[src/rtl/oc_timer_pkg.sv]
package oc_timer_pkg;

  localparam int ADDR_W = 2;
  localparam int NREG   = 2 ** ADDR_W;
  localparam int CTRL_W = 4;

  typedef enum logic [ADDR_W-1:0] {
    ADDR_CTRL = 2'd0,
    ADDR_CMP  = 2'd1,
    ADDR_STEP = 2'd2,
    ADDR_FLAG = 2'd3
  } reg_addr_e;

  // bit 3 .. bit 0
  typedef struct packed {
    logic auto_rl;
    logic pin_en;
    logic irq_en;
    logic run;
  } ctrl_t;

endpackage

[src/rtl/oc_counter.sv]
module oc_counter #(
  parameter int W = 16
) (
  input  logic         clk_i,
  input  logic         rst_ni,
  input  logic         tick_i,
  output logic [W-1:0] count_o
);

  always_ff @(posedge clk_i or negedge rst_ni) begin
    if (!rst_ni)     count_o <= '0;
    else if (tick_i) count_o <= count_o + 1'b1;
  end

endmodule

[src/rtl/oc_cmp_unit.sv]
module oc_cmp_unit #(
  parameter int W = 16
) (
  input  logic         clk_i,
  input  logic         rst_ni,
  input  logic [W-1:0] count_i,
  input  logic         tick_i,
  input  logic         auto_i,
  input  logic         cmp_wr_i,
  input  logic         step_wr_i,
  input  logic [W-1:0] wdata_i,
  output logic         match_o,
  output logic [W-1:0] cmp_o,
  output logic [W-1:0] step_o
);

  logic [W-1:0] sum;

  // only a cycle that advances the counter can match, so a stalled counter fires once
  assign match_o = tick_i && (count_i == cmp_o);
  assign sum     = cmp_o + step_o;  // carry dropped: modulo 2^W

  always_ff @(posedge clk_i or negedge rst_ni) begin
    if (!rst_ni) begin
      cmp_o  <= '0;
      step_o <= '0;
    end else begin
      if (cmp_wr_i)               cmp_o <= wdata_i;  // bus write beats reload
      else if (match_o && auto_i) cmp_o <= sum;
      if (step_wr_i)              step_o <= wdata_i;
    end
  end

endmodule

[src/rtl/oc_event.sv]
module oc_event (
  input  logic clk_i,
  input  logic rst_ni,
  input  logic match_i,
  input  logic clr_i,
  input  logic irq_en_i,
  input  logic pin_en_i,
  output logic flag_o,
  output logic irq_o,
  output logic pin_o
);

  always_ff @(posedge clk_i or negedge rst_ni) begin
    if (!rst_ni) begin
      flag_o <= 1'b0;
      pin_o  <= 1'b0;
    end else begin
      if (match_i)    flag_o <= 1'b1;  // set wins over clear
      else if (clr_i) flag_o <= 1'b0;
      if (match_i && pin_en_i) pin_o <= ~pin_o;
    end
  end

  assign irq_o = flag_o & irq_en_i;

endmodule

[src/rtl/oc_timer_chan.sv]
module oc_timer_chan
  import oc_timer_pkg::*;
#(
  parameter int CNT_W = 16
) (
  input  logic              clk_i,
  input  logic              rst_ni,
  input  logic              cnt_en_i,
  input  logic              wr_en_i,
  input  logic [ADDR_W-1:0] wr_addr_i,
  input  logic [CNT_W-1:0]  wr_data_i,
  output logic [CNT_W-1:0]  count_o,
  output logic              irq_o,
  output logic              cmp_pin_o
);

  logic [NREG-1:0]  wr_sel;
  ctrl_t            ctrl_q;
  logic             ctrl_wr, cmp_wr, step_wr, flag_clr;
  logic             tick, match, flag_q;
  logic [CNT_W-1:0] cmp_q, step_q;

  assign wr_sel   = wr_en_i ? (NREG'(1) << wr_addr_i) : '0;
  assign ctrl_wr  = wr_sel[ADDR_CTRL];
  assign cmp_wr   = wr_sel[ADDR_CMP];
  assign step_wr  = wr_sel[ADDR_STEP];
  assign flag_clr = wr_sel[ADDR_FLAG] & wr_data_i[0];

  always_ff @(posedge clk_i or negedge rst_ni) begin
    if (!rst_ni)      ctrl_q <= '0;
    else if (ctrl_wr) ctrl_q <= ctrl_t'(wr_data_i[CTRL_W-1:0]);
  end

  assign tick = ctrl_q.run & cnt_en_i;

  oc_counter #(.W(CNT_W)) cnt_u (
    .clk_i   (clk_i),
    .rst_ni  (rst_ni),
    .tick_i  (tick),
    .count_o (count_o)
  );

  oc_cmp_unit #(.W(CNT_W)) cmp_u (
    .clk_i     (clk_i),
    .rst_ni    (rst_ni),
    .count_i   (count_o),
    .tick_i    (tick),
    .auto_i    (ctrl_q.auto_rl),
    .cmp_wr_i  (cmp_wr),
    .step_wr_i (step_wr),
    .wdata_i   (wr_data_i),
    .match_o   (match),
    .cmp_o     (cmp_q),
    .step_o    (step_q)
  );

  oc_event evt_u (
    .clk_i    (clk_i),
    .rst_ni   (rst_ni),
    .match_i  (match),
    .clr_i    (flag_clr),
    .irq_en_i (ctrl_q.irq_en),
    .pin_en_i (ctrl_q.pin_en),
    .flag_o   (flag_q),
    .irq_o    (irq_o),
    .pin_o    (cmp_pin_o)
  );

endmodule

[config.mk]
export PLATFORM = sky130hd
export DESIGN_NAME = oc_timer_chan
export DESIGN_NICKNAME = d
export VERILOG_FILES = /design/src/rtl/oc_timer_pkg.sv /design/src/rtl/oc_counter.sv /design/src/rtl/oc_cmp_unit.sv /design/src/rtl/oc_event.sv /design/src/rtl/oc_timer_chan.sv
export SDC_FILE = /design/constraint.sdc
export NUM_CORES = 1
export LEC_CHECK = 0
export CORE_AREA = 2 2 80 82
export DETAILED_ROUTE_END_ITERATION = 8
export DIE_AREA = 0 0 82 84
export DONT_BUFFER_PORTS = 1
export GPL_TIMING_DRIVEN = 0
export PLACE_DENSITY = 0.76
export SLEW_MARGIN = 20
export SYNTH_ARGS = -nofsm -noshare
export SYNTH_HDL_FRONTEND = slang
export SYNTH_SLANG_ARGS = --single-unit
[constraint.sdc]
create_clock -name clk_i -period 2 [get_ports clk_i]
set_input_delay 0.4 -clock clk_i [delete_from_list [all_inputs] [get_ports clk_i]]
set_output_delay 0.4 -clock clk_i [all_outputs]
set_load 0.02 [all_outputs]
Yosys cells after proc, flatten, opt, wreduce, memory -nomap -nowiden
Index checks and enable logic that the tools add are counted.

Bits in registers: 54. Input bits: 22. Output and inout port bits: 18. Logic and storage cells: 27.

Add/subtract/negate cells: 2. Equal/unequal tests: 1. Shifts and indexed selects: 1. Mux-type cells: 5. Bitwise gates (word level): 4. Reduce and logical (&&, ||, !) cells: 5.

Operators by type and width (number): 16-bit 2-to-1 mux (2); 16-bit by 1-bit adder with 16-bit output (second input constant) (1); 16-bit adder (1); 16-bit == test (1); 4-bit 2-to-1 mux (1); 2-bit nonzero test (2); 1-bit by 2-bit << shifter with 4-bit output (first input constant) (1); 1-bit bitwise AND (3); 1-bit logical AND (3); 1-bit 2-to-1 mux (2); 1-bit NOT (1).

Logic depth before layout (Yosys ltp)
Gate-level depths: netlist of run 1.

Depth after elaboration: 5. Gate-level depth with buffers: 8. Gate-level depth less buffers: 8.

Cells and area by module
Synthesis of run 1 repeated with hierarchy kept, for this count alone.

Cells, all modules: 310. Area, all modules: 3243.1 sq um.

Modules (own cells, without submodules): oc_cmp_unit (times used 1, cells each 232, area an instance 2270.9 sq um, sequential area each 800.8 sq um); oc_counter (times used 1, cells each 56, area an instance 695.7 sq um, sequential area each 400.4 sq um); oc_timer_chan (times used 1, cells each 15, area an instance 195.2 sq um, sequential area each 100.1 sq um); oc_event (times used 1, cells each 7, area an instance 81.3 sq um, sequential area each 50.0 sq um).

Least setup slack after synthesis of run 1
OpenSTA, ideal clock, no wires.

Path type: flip-flop to flip-flop. Start: reg cmp_u.cmp_o[0]. End: reg cmp_u.cmp_o[8]. Library setup time: 120 ps. Arrival time: 1999 ps. Required time: 1880 ps. Setup slack: -119 ps. Cell stages (with the launch flop): 9. Path buffers: 0. Clock period less this slack: 2119 ps. Cell sequence: dfrtp_1 > ha_1 > fa_1 > a21oi_1 > o211ai_1 > a21o_1 > a21oi_1 > xnor2_1 > a31o_2.

Cells in the longest elaborated chain, start to end: 4. Elaborated cells on any way between the ends: 7. Those cells by class: add/sub: 1; eq/ne: 1; mux: 2; reduce/logical: 3.

RTL lines: start: declaration (RTL line oc_cmp_unit.sv:13) `output logic [W-1:0] cmp_o,`; start signal: assignment (RTL line oc_cmp_unit.sv:28) `if (cmp_wr_i) cmp_o <= wdata_i;`; start signal: assignment (RTL line oc_cmp_unit.sv:29) `else if (match_o && auto_i) cmp_o <= sum;`; parallel branches: the longest is 4 deep, another holds 16-bit adder.

Parallel ways; which one is timed is not known. The select of a mux whose other input is x is not followed. A chain may end at the register's enable or synchronous reset.

Worst setup path after layout of run 1
Start: reg cmp_u.step_o[0]. End: reg cmp_u.cmp_o[8].

Cells in the longest elaborated chain, start to end: 3.

RTL lines: start: declaration (RTL line oc_cmp_unit.sv:14) `output logic [W-1:0] step_o`; start signal: assignment (RTL line oc_cmp_unit.sv:30) `if (step_wr_i) step_o <= wdata_i;`; 16-bit adder (RTL line oc_cmp_unit.sv:21) `assign sum = cmp_o + step_o;`; 16-bit 2-to-1 mux (RTL line oc_cmp_unit.sv:29); 16-bit 2-to-1 mux (RTL line oc_cmp_unit.sv:28).

No other way between the ends. The select of a mux whose other input is x is not followed.

==> results of run 1 <==
final cells by class:
type                       count  area, um^2
fill                         476        2310
tap                           77        96.3
clock inverter                 2        17.5
multi-input combinational    245        2030
timing repair buffer          14         144
sequential                    54        1370
buffer                         6        38.8
clock buffer                   6        82.6
inverter                       1        3.75
sequential cells by signal (all words and copies together), names as in the netlist:
register       count
cmp_u.cmp_o       16
cmp_u.step_o      16
cnt_u.count_o     16
ctrl_q             4
evt_u.flag_o       1
evt_u.pin_o        1
worst paths after layout:
kind,from,endpoint,slack [ns],cells past startpoint
worst max-delay path,cmp_u.step_o[0]$_DFFE_PN0P_,cmp_u.cmp_o[8]$_DFFE_PN0P_,-0.12,8
worst min-delay path,wr_data_i[10],cmp_u.cmp_o[10]$_DFFE_PN0P_,0.19,2
worst max register to register,cmp_u.step_o[0]$_DFFE_PN0P_,cmp_u.cmp_o[8]$_DFFE_PN0P_,-0.12,8
worst min register to register,evt_u.flag_o$_DFFE_PN0P_,evt_u.flag_o$_DFFE_PN0P_,0.49,1
max in group asynchronous,rst_ni,cmp_u.cmp_o[1]$_DFFE_PN0P_,1.14,2
min in group asynchronous,rst_ni,cnt_u.count_o[12]$_DFFE_PN0P_,0.60,2
through the flow:
step	hold slack (ns)	util	instance area, um^2	power, mW
2_1_floorplan	0.104	-	3220	2.46
3_3_place_gp	0.106	0.544	3310	2.65
3_5_place_dp	0.106	0.544	3310	2.70
4_1_cts	0.183	0.598	3640	3.56
5_1_grt	0.189	0.621	3780	3.92
6_report	0.191	0.621	3780	3.68
layer usage:
metal  routed length [um]  GRT usage
met1                 3190      0.284
met2                 3810      0.376
met3                  394     0.0476
met4                  191     0.0833
met5                    0          0
worst register-to-register path: stages, from the launching register on:
cell	delay, ns
dfrtp_1	0.39
ha_2	0.21
fa_2	0.38
a21oi_2	0.17
o211ai_1	0.17
a21o_1	0.24
a21oi_2	0.15
xnor2_1	0.09
a31o_2	0.23
Yosys cell counts (3+ instances only):
library cell	instances	area share
a21oi_1	17	0.027
clkbuf_1	6	0.0070
mux2_2	21	0.074
a21o_1	3	0.0070
o211ai_1	3	0.0070
nand4_1	3	0.0059
mux2i_1	12	0.037
nand3_1	6	0.0094
nor2_1	14	0.016
nand2_1	39	0.046
and3_1	3	0.0059
dfrtp_1	54	0.42
o21ai_1	4	0.0062
ha_1	16	0.062
xnor2_1	21	0.057
a31oi_1	4	0.0078
o21ai_0	18	0.028
a211oi_1	4	0.0094
and4_1	3	0.0082
xor2_1	22	0.060
and2_1	4	0.0078
logic make-up (layout without fill, tap and decap cells):
group,Yosys count,after routing,share of synthesized area
compound gates,62,62,0.115
simple gates,90,90,0.151
fa+ha+maj,17,17,0.0687
xor+xnor,43,43,0.117
mux,33,33,0.111
flops,54,54,0.421
buf+inv,8,29,0.0144
power by group through the flow:
stage	combinational [mW]	sequential, mW	clock [mW]
floorplan	0.950	1.51	0
global route	1.57	1.62	0.726
finish	1.41	1.59	0.677
global placement	1.09	1.57	0
detailed placement	1.12	1.58	0
CTS	1.30	1.57	0.691
repair_timing:
action,4_1_cts,5_1_grt
pin swaps,15,8
endpoints found under the hold margin,54,0
hold buffers,2,0
endpoints found under the setup margin,16,19
setup buffers,7,5
resized for setup,33,22
==> metrics.yaml, run 1 <==
routing:
  wl_per_cell_um: 18.7
  vias_per_cell: 6.00
  drt-initial-drc-count: 149
  vias: 2428
  dr.pass1.iters: 4
  wl_mm: 7.59
  drc: 0
  postRouteAntennaNets: 0
setup_path:
  cp.buffers_inverters: 0
  max_stage_delay_ns: 0.39
  path_cells: "ha_2, fa_2, a21oi_2, o211ai_1, a21o_1, a21oi_2, xnor2_1, a31o_2"
  slowest_stage: "dfrtp_1"
  critPathRequiredTime_ns: 2.22
  crit_top_cell: "a21oi_2"
  critPathCaptureType: "flop"
  crit_type: "reg2reg"
  critPathMaxFanout: 3
  startpoint_type: "flop"
  arrival_ns: 2.34
  critPathTopFamily: "compound AO/OA/AOI/OAI gates"
layout:
  area_delta_synth_final_pct: 18.0
  mostFrequentLayoutCell: "dfrtp_1"
  fin_nets: 366
  layout_common_cells: "dfrtp_1 (41), nand2_1 (39), mux2_2 (21), xnor2_1 (21), xor2_1 (20)"
  fin_cells: 405
  drive_above_1_share: 0.293
  antenna_cells: 0
status:
  status: "finished, violations left"
  violations: "setup timing"
power:
  p_sw_mw: 1.39
  pwr-share-seq: 0.432
  p_int_mw: 2.29
  leakagePower_nw: 1.55
  clkPwrFrac: 0.184
  p_per_area_nw_per_um2: 973
  pwr-share-comb: 0.384
  max-vdd-ir-drop_mv: 0.658
  p_sw_frac: 0.379
global_route:
  gr-usage-all-layers: 0.226
  grt_pass1_wl_mm: 11.8
  grt_overflow: 0
  grt_max_degree: 55
  grt_pass1_vias: 2413
  antenna_found_initial: 0
place:
  hpwl_mm: 5.19
  dp.cells: 384
  gp_congestion: 0.871
  numPortBuffers: 0
  pre_cts_slack_ns: -0.265
clocking:
  h-tree-depth: 2
  cts_max_path_buffers: 2
  insertion_delay_ns: 0.32
  cts_root_buffer: "clkbuf_8"
  cts_made_buffers: 5
  cts_sinks: 54
  cts_tree: "done"
  clkTransAtPathRegs_ns: 0.11
sta:
  slew_violations: 0
  rsz0062_at_grt: "yes"
  slew_headroom: 0.506
  fin_crit_ns: 2.12
  period_share: 1.06
  timing.final.ws_setup_ns: -0.124
  worst_pin_slew_ns: 0.740
  final-setup-viol-count: 5
  finClkSkew_ns: 0.0165
  clock.fmax_mhz: 471
  finalHoldViolCount: 0
  fin_tns_setup_ns: -0.378
yosys:
  yosysWarningCount: 0
  syn_nets: 346
  yosys_register_bits: 54
  netlist_instances: 307
  synthArstFlopShare: 1.00
  avgSynthCellArea_um2: 10.4
  synthesis.area_um2: 3210
  synth.distinct_cells: 45
  synth_flop_cell: "dfrtp_1"
  seq_area_frac_synth: 0.421
  synth_edf_count: 0
run:
  maxCapViolations: 0
floorplan:
  ios: 40
  start_util: 0.526
  dieArea_um2: 6890
  num_rows: 29
  core_um2: 6100
  die_w_um: 82
  die_y_um: 84
worst_hold_path:
  hp-class: "in2reg"
(Power assumes the default switching activity.)
==> run 2: changes to the inputs <==
--- a/config.mk
+++ b/config.mk
@@ -10,7 +10,7 @@
 export DIE_AREA = 0 0 82 84
 export DONT_BUFFER_PORTS = 1
 export GPL_TIMING_DRIVEN = 0
-export PLACE_DENSITY = 0.76
+export PLACE_DENSITY = 0.74
 export SLEW_MARGIN = 20
 export SYNTH_ARGS = -nofsm -noshare
 export SYNTH_HDL_FRONTEND = slang
==> constraint.sdc (replaced) <==
create_clock -name clk_i -period 2.25 [get_ports clk_i]
set_input_delay 0.45 -clock clk_i [delete_from_list [all_inputs] [get_ports clk_i]]
set_output_delay 0.45 -clock clk_i [all_outputs]
set_load 0.02 [all_outputs]
==> run 2 against run 1 <==
Compared with the run above:
- the flow now finishes without violations
- combinational power is 22% lower
- non-clock buffer count shrank 7
- clock power increased by 19%
- critical path depth stayed put
- die area unchanged
- critical path type unchanged
- critical endpoint unchanged
- largest power group unchanged
==> metrics.yaml, run 2 (synthesis gave the netlist of run 1 again) <==
layout:
  fin_nets: 359  # -1.9%
  final_cell_area_um2: 3580  # -5.4%
  mostFrequentLayoutCell: "dfrtp_1"
  reg_top3: "cmp_u.cmp_o x16, cmp_u.step_o x16, cnt_u.count_o x16"
  area_delta_synth_final_pct: 11.6
  fin_cells: 398  # -1.7%
  antenna_cells: 0  # unchanged
  layout_common_cells: "dfrtp_1 (53), nand2_1 (39), xor2_1 (22)"
  drive_above_1_share: 0.174  # -0.118
place:
  numPortBuffers: 0  # unchanged
  hpwl_mm: 5.30  # +2.0%
  gp_congestion: 0.827  # -5.0%
  place_area_um2: 3300  # -0.34%
  dp.cells: 384  # unchanged
routing:
  postRouteAntennaNets: 0  # unchanged
  drc: 0  # unchanged
  drt-initial-drc-count: 106  # -29%
  dr.pass1.iters: 4  # unchanged
  vias_per_cell: 5.80  # -3.2%
  wl_per_cell_um: 18.3  # -2.4%
  wl_mm: 7.28  # -4.1%
  vias: 2310  # -4.9%
sta:
  finClkSkew_ns: 0.0146  # -0.00188 ns
  clock.fmax_mhz: 465  # -1.3%
  slew_violations: 0  # unchanged
  final-setup-viol-count: 0  # -5
  period_share: 0.956  # -0.106
  fin_crit_ns: 2.15  # +0.0278 ns
  finalHoldViolCount: 0  # unchanged
  worst_pin_slew_ns: 0.708  # -0.0319 ns
  slew_headroom: 0.528  # +0.0213
global_route:
  grt_overflow: 0  # unchanged
  gr-usage-all-layers: 0.227  # +0.000648
  grt_max_degree: 55  # unchanged
  grt_pass1_vias: 2449  # +1.5%
  antenna_found_initial: 0  # unchanged
  grt_pass1_wl_mm: 11.9  # +0.41%
worst_hold_path:
  hold_start: "wr_data_i[6]"
  worstHoldPathCells: 2  # unchanged
  hp-class: "in2reg"
  min_to: "cmp_u.cmp_o[6]$_DFFE_PN0P_"
clocking:
  cts_made_buffers: 5  # unchanged
  cts_tree: "done"
  clkTransAtPathRegs_ns: 0.10  # about the same
  cts_sinks: 54  # unchanged
  cts_root_buffer: "clkbuf_8"
  cts_max_path_buffers: 2  # unchanged
  insertion_delay_ns: 0.32  # about the same
  h-tree-depth: 2  # unchanged
floorplan:
  ios: 40  # unchanged
  num_rows: 29  # unchanged
  start_util: 0.526  # unchanged
  die_y_um: 84  # unchanged
  die_w_um: 82  # unchanged
  core_um2: 6100  # unchanged
  dieArea_um2: 6890  # unchanged
setup_path:
  critPathMaxFanout: 3  # unchanged
  r2r_cells: 8  # unchanged
  critPathCaptureType: "flop"
  arrival_ns: 2.36  # +0.02 ns
  rr_startpoint: "cmp_u.cmp_o[0]$_DFFE_PN0P_"
  startpoint_type: "flop"
  r2r_end: "cmp_u.cmp_o[8]$_DFFE_PN0P_"
  r2r_slack_ns: 0.1  # +0.22 ns
  crit_type: "reg2reg"
  critPathRequiredTime_ns: 2.46  # +0.24 ns
status:
  status: "complete, no violations"
power:
  max-vdd-ir-drop_mv: 0.503  # -24%
  p_per_area_nw_per_um2: 922  # -5.2%
  leakagePower_nw: 1.55  # about the same
run:
  maxCapViolations: 0  # unchanged
## run 2: worst max-delay path by stage
stage / start / to / slack (ns) / depth (start not counted)
detailed placement: cmp_u.cmp_o[0]$_DFFE_PN0P_ / cmp_u.cmp_o[12]$_DFFE_PN0P_ / -0.17 / 8
floorplan: cmp_u.cmp_o[0]$_DFFE_PN0P_ / cmp_u.cmp_o[8]$_DFFE_PN0P_ / 0.13 / 8
global route: cmp_u.cmp_o[0]$_DFFE_PN0P_ / cmp_u.cmp_o[10]$_DFFE_PN0P_ / -0.008 / 8
global placement: cmp_u.cmp_o[0]$_DFFE_PN0P_ / cmp_u.cmp_o[12]$_DFFE_PN0P_ / -0.15 / 8
finish: cmp_u.cmp_o[0]$_DFFE_PN0P_ / cmp_u.cmp_o[8]$_DFFE_PN0P_ / 0.1 / 8
CTS: cnt_u.count_o[1]$_DFFE_PN0P_ / cmp_u.cmp_o[4]$_DFFE_PN0P_ / 0.02 / 7
## run 2: layout make-up
class	count	area (um^2)
Clock buffer	6	82.6
Fill cell	528	2520
Sequential cell	54	1350
Clock inverter	2	60.1
Multi-Input combinational cell	245	1870
Tap cell	77	96.3
Inverter	1	3.75
Buffer	6	38.8
Timing Repair Buffer	7	75.1
## run 2: per-stage QoR
stage               power, mW  hold WS, ns   util  setup TNS [ns]  setup WS [ns]
floorplan                2.17        0.154      -               0          0.131
global placement         2.35        0.156  0.542          -0.328         -0.147
detailed placement       2.40        0.156  0.542          -0.474         -0.174
CTS                      3.25        0.250  0.574               0         0.0211
global route             3.51        0.247  0.587         -0.0179       -0.00812
finish                   3.30        0.250  0.587               0         0.0985
## run 2: repair_timing
action                     in CTS  in global routing
resized for setup               4                 12
hold buffers                    2                  0
hold endpoints to repair       54                  0
setup buffers                   0                  5
pin swaps                       2                  4
setup endpoints to repair       5                 11
## run 2: worst max-delay path: stages (launching register included)
cell      delay [ns]
dfrtp_1         0.43
ha_4            0.19
fa_2            0.37
a21oi_2         0.17
o211ai_1        0.20
a21o_1          0.20
a21oi_1         0.16
xnor2_1         0.08
a31o_2          0.24
## run 2: metal layers
layer  wire, um  global-route usage  vias up
met1       3180               0.303     1126
met3        306              0.0530       14
met2       3610               0.356       47
met5          0                   0        -
met4        179              0.0803        0
li1           -                   -     1123
## run 2: where the power goes
part	total [mW]	switching (mW)	internal (mW)
registers	1.39	0.259	1.13
clock network	0.806	0.331	0.475
logic	1.10	0.586	0.516
